[src/rtl/fpm_pkg.sv]
package fpm_pkg;
  // Static per-channel configuration bits.
  typedef struct packed {
    logic fast_off_dis;
    logic ol_en;
  } ch_cfg_t;

  typedef struct packed {
    logic ov_resume;
    logic therm_retry;
  } glb_cfg_t;
endpackage

[src/rtl/fpm_short_timer.sv]
module fpm_short_timer #(
  parameter int LIMIT = 200
) (
  input  logic clk,
  input  logic rst_n,
  input  logic tick,
  input  logic arm,
  output logic trip
);
  localparam int CW = $clog2(LIMIT + 1);
  localparam logic [CW-1:0] LAST = CW'(LIMIT - 1);

  logic [CW-1:0] cnt_q;

  // Fires on the tick that completes LIMIT continuous microseconds.
  assign trip = arm && tick && (cnt_q == LAST);

  always_ff @(posedge clk) begin
    if (!rst_n || !arm) begin
      cnt_q <= '0;
    end else if (tick && cnt_q != LAST) begin
      cnt_q <= cnt_q + 1'b1;
    end
  end
endmodule

[src/rtl/fpm_channel.sv]
module fpm_channel
  import fpm_pkg::*;
#(
  parameter int SHORT_US = 200
) (
  input  logic     clk,
  input  logic     rst_n,
  input  logic     tick,
  input  logic     cmd,
  input  logic     ovolt,
  input  glb_cfg_t gcfg,
  input  ch_cfg_t  cfg,
  input  logic     vds_hi,
  input  logic     otemp,
  input  logic     open_ld,
  output logic     drv_en,
  output logic     fault_set
);
  logic lat_short_q, lat_therm_q, lat_ov_q, drv_q;
  logic lat_short_d, lat_therm_d, lat_ov_d, drv_d;
  logic arm, trip;

  // The timer runs only while the switch conducts into a high drain voltage.
  assign arm = drv_q && vds_hi && !cfg.fast_off_dis;

  fpm_short_timer #(.LIMIT(SHORT_US)) u_tmr (
    .clk  (clk),
    .rst_n(rst_n),
    .tick (tick),
    .arm  (arm),
    .trip (trip)
  );

  // Latches hold while commanded on; a zero command releases them.
  always_comb begin
    lat_short_d = cmd && (lat_short_q || trip);
    lat_therm_d = cmd && (lat_therm_q || (otemp && !gcfg.therm_retry));
    lat_ov_d    = cmd && (lat_ov_q || (ovolt && !gcfg.ov_resume));
    drv_d       = cmd && !ovolt && !otemp && !lat_short_d && !lat_therm_d && !lat_ov_d;
  end

  always_ff @(posedge clk) begin
    if (!rst_n) begin
      lat_short_q <= 1'b0;
      lat_therm_q <= 1'b0;
      lat_ov_q    <= 1'b0;
      drv_q       <= 1'b0;
    end else begin
      lat_short_q <= lat_short_d;
      lat_therm_q <= lat_therm_d;
      lat_ov_q    <= lat_ov_d;
      drv_q       <= drv_d;
    end
  end

  assign drv_en    = drv_q;
  assign fault_set = (vds_hi && drv_q) || otemp || (open_ld && cfg.ol_en);
endmodule

[src/rtl/fpm_status.sv]
module fpm_status #(
  parameter int N_CH = 16
) (
  input  logic            clk,
  input  logic            rst_n,
  input  logic            clr,
  input  logic [N_CH-1:0] ch_set,
  input  logic            ovolt,
  output logic [N_CH-1:0] flags,
  output logic            ov_flag,
  output logic            any_fault
);
  logic [N_CH-1:0] flags_q;
  logic            ov_q;

  always_ff @(posedge clk) begin
    if (!rst_n || clr) begin
      flags_q <= '0;
      ov_q    <= 1'b0;
    end else begin
      flags_q <= flags_q | ch_set;
      ov_q    <= ov_q | ovolt;
    end
  end

  assign flags     = flags_q;
  assign ov_flag   = ov_q;
  assign any_fault = ov_q || (|flags_q);
endmodule

[src/rtl/fault_prot_mgr.sv]
module fault_prot_mgr
  import fpm_pkg::*;
#(
  parameter int N_CH     = 16,
  parameter int SHORT_US = 200
) (
  input  logic            clk,
  input  logic            rst_n,
  input  logic            us_tick,
  input  logic [N_CH-1:0] cmd_on,
  input  logic            ov_resume,
  input  logic            therm_retry,
  input  logic [N_CH-1:0] fast_off_dis,
  input  logic [N_CH-1:0] ol_en,
  input  logic [N_CH-1:0] vds_hi,
  input  logic [N_CH-1:0] otemp,
  input  logic [N_CH-1:0] open_ld,
  input  logic            ovolt,
  input  logic            flag_clr,
  output logic [N_CH-1:0] drv_en,
  output logic [N_CH-1:0] fault_flags,
  output logic            ov_flag,
  output logic            any_fault
);
  glb_cfg_t        gcfg;
  logic [N_CH-1:0] ch_set;

  assign gcfg.ov_resume   = ov_resume;
  assign gcfg.therm_retry = therm_retry;

  for (genvar i = 0; i < N_CH; i++) begin : g_ch
    ch_cfg_t cfg;
    assign cfg.fast_off_dis = fast_off_dis[i];
    assign cfg.ol_en        = ol_en[i];

    fpm_channel #(.SHORT_US(SHORT_US)) u_ch (
      .clk      (clk),
      .rst_n    (rst_n),
      .tick     (us_tick),
      .cmd      (cmd_on[i]),
      .ovolt    (ovolt),
      .gcfg     (gcfg),
      .cfg      (cfg),
      .vds_hi   (vds_hi[i]),
      .otemp    (otemp[i]),
      .open_ld  (open_ld[i]),
      .drv_en   (drv_en[i]),
      .fault_set(ch_set[i])
    );
  end

  fpm_status #(.N_CH(N_CH)) u_stat (
    .clk      (clk),
    .rst_n    (rst_n),
    .clr      (flag_clr),
    .ch_set   (ch_set),
    .ovolt    (ovolt),
    .flags    (fault_flags),
    .ov_flag  (ov_flag),
    .any_fault(any_fault)
  );
endmodule

[config.mk]
export PLATFORM = sky130hd
export DESIGN_NAME = fault_prot_mgr
export DESIGN_NICKNAME = d
export VERILOG_FILES = /design/src/rtl/fpm_pkg.sv /design/src/rtl/fpm_short_timer.sv /design/src/rtl/fpm_channel.sv /design/src/rtl/fpm_status.sv /design/src/rtl/fault_prot_mgr.sv
export SDC_FILE = /design/constraint.sdc
export NUM_CORES = 1
export LEC_CHECK = 0
export BUFFER_PORTS_ARGS = -buffer_cell sky130_fd_sc_hd__buf_2
export CAP_MARGIN = 15
export CORE_AREA = 2 2 135 137
export CTS_BUF_LIST = sky130_fd_sc_hd__clkbuf_8 sky130_fd_sc_hd__clkbuf_16
export CTS_CLUSTER_DIAMETER = 100
export DETAILED_ROUTE_END_ITERATION = 8
export DIE_AREA = 0 0 137 139
export PLACE_DENSITY_LB_ADDON = 0.15
export SETUP_SLACK_MARGIN = 0.15
export SYNTH_ARGS = -nofsm -noshare
export SYNTH_HDL_FRONTEND = slang
export SYNTH_SLANG_ARGS = --single-unit
[constraint.sdc]
create_clock -name clk -period 3.21 [get_ports clk]
set_input_delay 0.1605 -clock clk [delete_from_list [all_inputs] [get_ports clk]]
set_output_delay 0.1605 -clock clk [all_outputs]
set_load 0.005 [all_outputs]
==> flow_metrics.tcl <==
set metrics [dict create \
    numCtsBuffers 23 \
    cts_sinks 209 \
    first_pass_iters 5 \
    drt_iter0_markers 527 \
    cp_slowest_stage_delay_ns 0.51 \
    avgSynthCellArea_sq_um 8.77 \
    drv_slew 0 \
    dpl.hpwl_um 15500 \
    ys_warn_count 0 \
    grt_max_degree 72 \
    synth_cell_types 53 \
    hp-class "in2reg" \
    layout-drive-gt1-share_pct 15.0 \
    clk_latency_ns 0.51 \
    placed_area_sq_mm 0.0103 \
    tightestPinTransition_ns 1.08 \
    setup_violations 0 \
    worstPathArrival_ns 2.19 \
    core_area_sq_mm 0.0177 \
    syn_nets 1210 \
    rsz0062_at_grt "no" \
    grt_pass1_wl_um 39200 \
    outcome "finished, final reports clean" \
    synth_flop_cell "dfxtp_1" \
    cp_cell_sequence "nor4_1 -> nand4_1 -> or4_1 -> buf_2" \
    num_io_pins 137 \
    max_cap_violations 0 \
    finalClockSkew_ns 0.00588 \
    critical-path-top-delay-family "simple AND/OR/NAND/NOR gates" \
    path_clk_slew_ns 0.06 \
    nets 1408 \
    syn_area_sq_mm 0.00957 \
    crit_path_start_kind "flop" \
    first_global_vias 8261 \
    final_cell_count_no_fill 1532 \
    vias 8865 \
    critPathRequiredTime_ns 3.05 \
    ctsHoldBuffers 82 \
    die_y_um 139 \
    layout_commonest_cell "dfxtp_1" \
    io_buffers 136 \
    relSlewSlack_pct 27.9 \
    synth_edf_count 0 \
    rrSetupSlack_ns 1.19 \
    grt_antenna_before_repair 0 \
    design_area_sq_mm 0.0119 \
    wire_per_inst_um 15.6 \
    tritoncts "yes" \
    grt.overflow.total 0 \
    mostFrequentLayoutCells "dfxtp_1, buf_2, nand2_1" \
    p_leak_nw 4.45 \
    gp_congestion 0.826 \
    cts_setup_buffers 0 \
    endpoint_kind "output port" \
    fin_crit_ns 2.35 \
    fin_crit_sh_pct 73.1 \
    cp_max_fo 3 \
    fillers 1423 \
    ir_worst_vdd_mv 0.406 \
    post-place-ws_ns 1.24 \
    fin_ws_ns 0.864 \
    cp_num_buf_inv 1 \
    ant_nets 0 \
    die_area_sq_mm 0.0190 \
    antenna_cells 0 \
    vias_per_cell 5.79 \
    synthArstFlopShare_pct 0 \
    syn_to_final_growth_pct 24.8 \
    finalSetupTns_ns 0 \
    grt_use_total_pct 24.8 \
    die_x_um 137 \
    crit_slowest_cell "nor4_1" \
    routed_wirelength_um 23900 \
    rows 49 \
    cts_resized 0 \
    ctsLongestPathBuffers 3 \
    dp_cells 1411 \
    hold_viol 0 \
    synth.ff_latch_count 209 \
    htreeDepth 1 \
    drc 0 \
    syn_inst 1091 \
    initial_core_util_pct 54.2 \
    fmax_mhz 426 \
    crit_type "reg2out" \
    clockRootBuffer "clkbuf_16" \
    ys_seq_area_share_pct 43.7 \
    power.density_mw_per_mm2 494 \
]
## sequential cells by signal, summed over array words and instances, names as in the netlist
name                   flops
g_ch.u_ch.drv_en          16
g_ch.u_ch.lat_ov_q        16
g_ch.u_ch.lat_short_q     16
g_ch.u_ch.lat_therm_q     16
g_ch.u_ch.u_tmr.cnt_q    128
u_stat.flags              16
u_stat.ov_flag             1
## power breakdown
group	leakage, nW	total (W)	internal [W]	switching [W]
registers	1.69	0.00266	0.00263	0.0000291
clock network	0.423	0.00289	0.00185	0.00104
logic	2.34	0.000353	0.000179	0.000173
total	4.45	0.00590	0.00465	0.00124
## worst reg2reg max path, stage by stage, from the launching register on
cell	delay [ns]
dfxtp_1	0.38
a211oi_1	0.27
dlygate4sd3_1	0.59
a21oi_1	0.07
dlygate4sd3_1	0.61
## synth_stat cells (all sizes together), types with 8 or more instances
cell / instances / share of area [%]
and4b: 25 / 2.6
o21ai: 32 / 1.7
clkbuf: 14 / 0.55
nor4: 8 / 0.52
ha: 16 / 2.1
mux2i: 35 / 3.7
nor3: 10 / 0.52
and3: 15 / 0.98
nor4b: 10 / 1.1
xor2: 17 / 1.6
or4: 15 / 1.2
a211oi: 24 / 1.9
o31ai: 18 / 1.4
nand3: 37 / 2.0
nand2: 125 / 5.0
or3: 32 / 2.1
a31oi: 12 / 0.78
buf: 35 / 2.5
dfxtp: 209 / 44
nor2: 100 / 3.9
nand4: 56 / 3.7
inv: 17 / 0.67
nand2b: 22 / 1.4
a21oi: 114 / 6.0
nand4b: 20 / 1.8
## final timing paths
path                             from                   to  cells past startpoint
max                  u_stat.flags[10]            any_fault                      4
min                   fast_off_dis[8]  g_ch[8].u_ch.drv_en                      4
max reg2reg           u_stat.flags[5]      u_stat.flags[5]                      4
min reg2reg  g_ch[3].u_ch.lat_short_q  g_ch[3].u_ch.drv_en                      1
## cell type report
class | count | area [sq um] | area share [%]
clock buffer | 26 | 617 | 5.16
clock inverter | 13 | 214 | 1.79
inverter | 17 | 63.8 | 0.534
multi-input combinational | 816 | 5030 | 42.1
sequential | 209 | 4180 | 35.0
tap | 229 | 287 | 2.40
timing repair buffer | 222 | 1550 | 12.9
## routing by layer
| layer | vias up | global-route usage (%) | wire [um] |
|---|---|---|---|
| li1 | 4455 | - | - |
| met1 | 4140 | 32.8 | 11000 |
| met2 | 230 | 41.7 | 11300 |
| met3 | 40 | 4.20 | 1170 |
| met4 | 0 | 6.73 | 451 |
| met5 | - | 0 | 0 |
## metrics by stage
step | hold WS (ns) | util, % | total power, W
detailed placement | 0.374 | 58.3 | 0.00298
finish | 0.0223 | 67.7 | 0.00590
global route | 0.0378 | 67.7 | 0.00608
floorplan | 0.237 | - | 0.00285
global placement | 0.369 | 58.3 | 0.00298
CTS | 0.000927 | 67.7 | 0.00594
## cells by family (layout without fill, tap and decap cells)
logic type	Yosys count	count (layout)	share of synthesized area [%]
AND/OR/NAND/NOR	506	506	29.6
AO/OA/AOI/OAI	242	242	15.6
flip-flops	209	209	43.7
buffers and inverters	66	278	3.74
multiplexers	35	35	3.66
XOR/XNOR	17	17	1.56
adder cells (fa/ha/maj)	16	16	2.09
(Power assumes the default switching activity.)
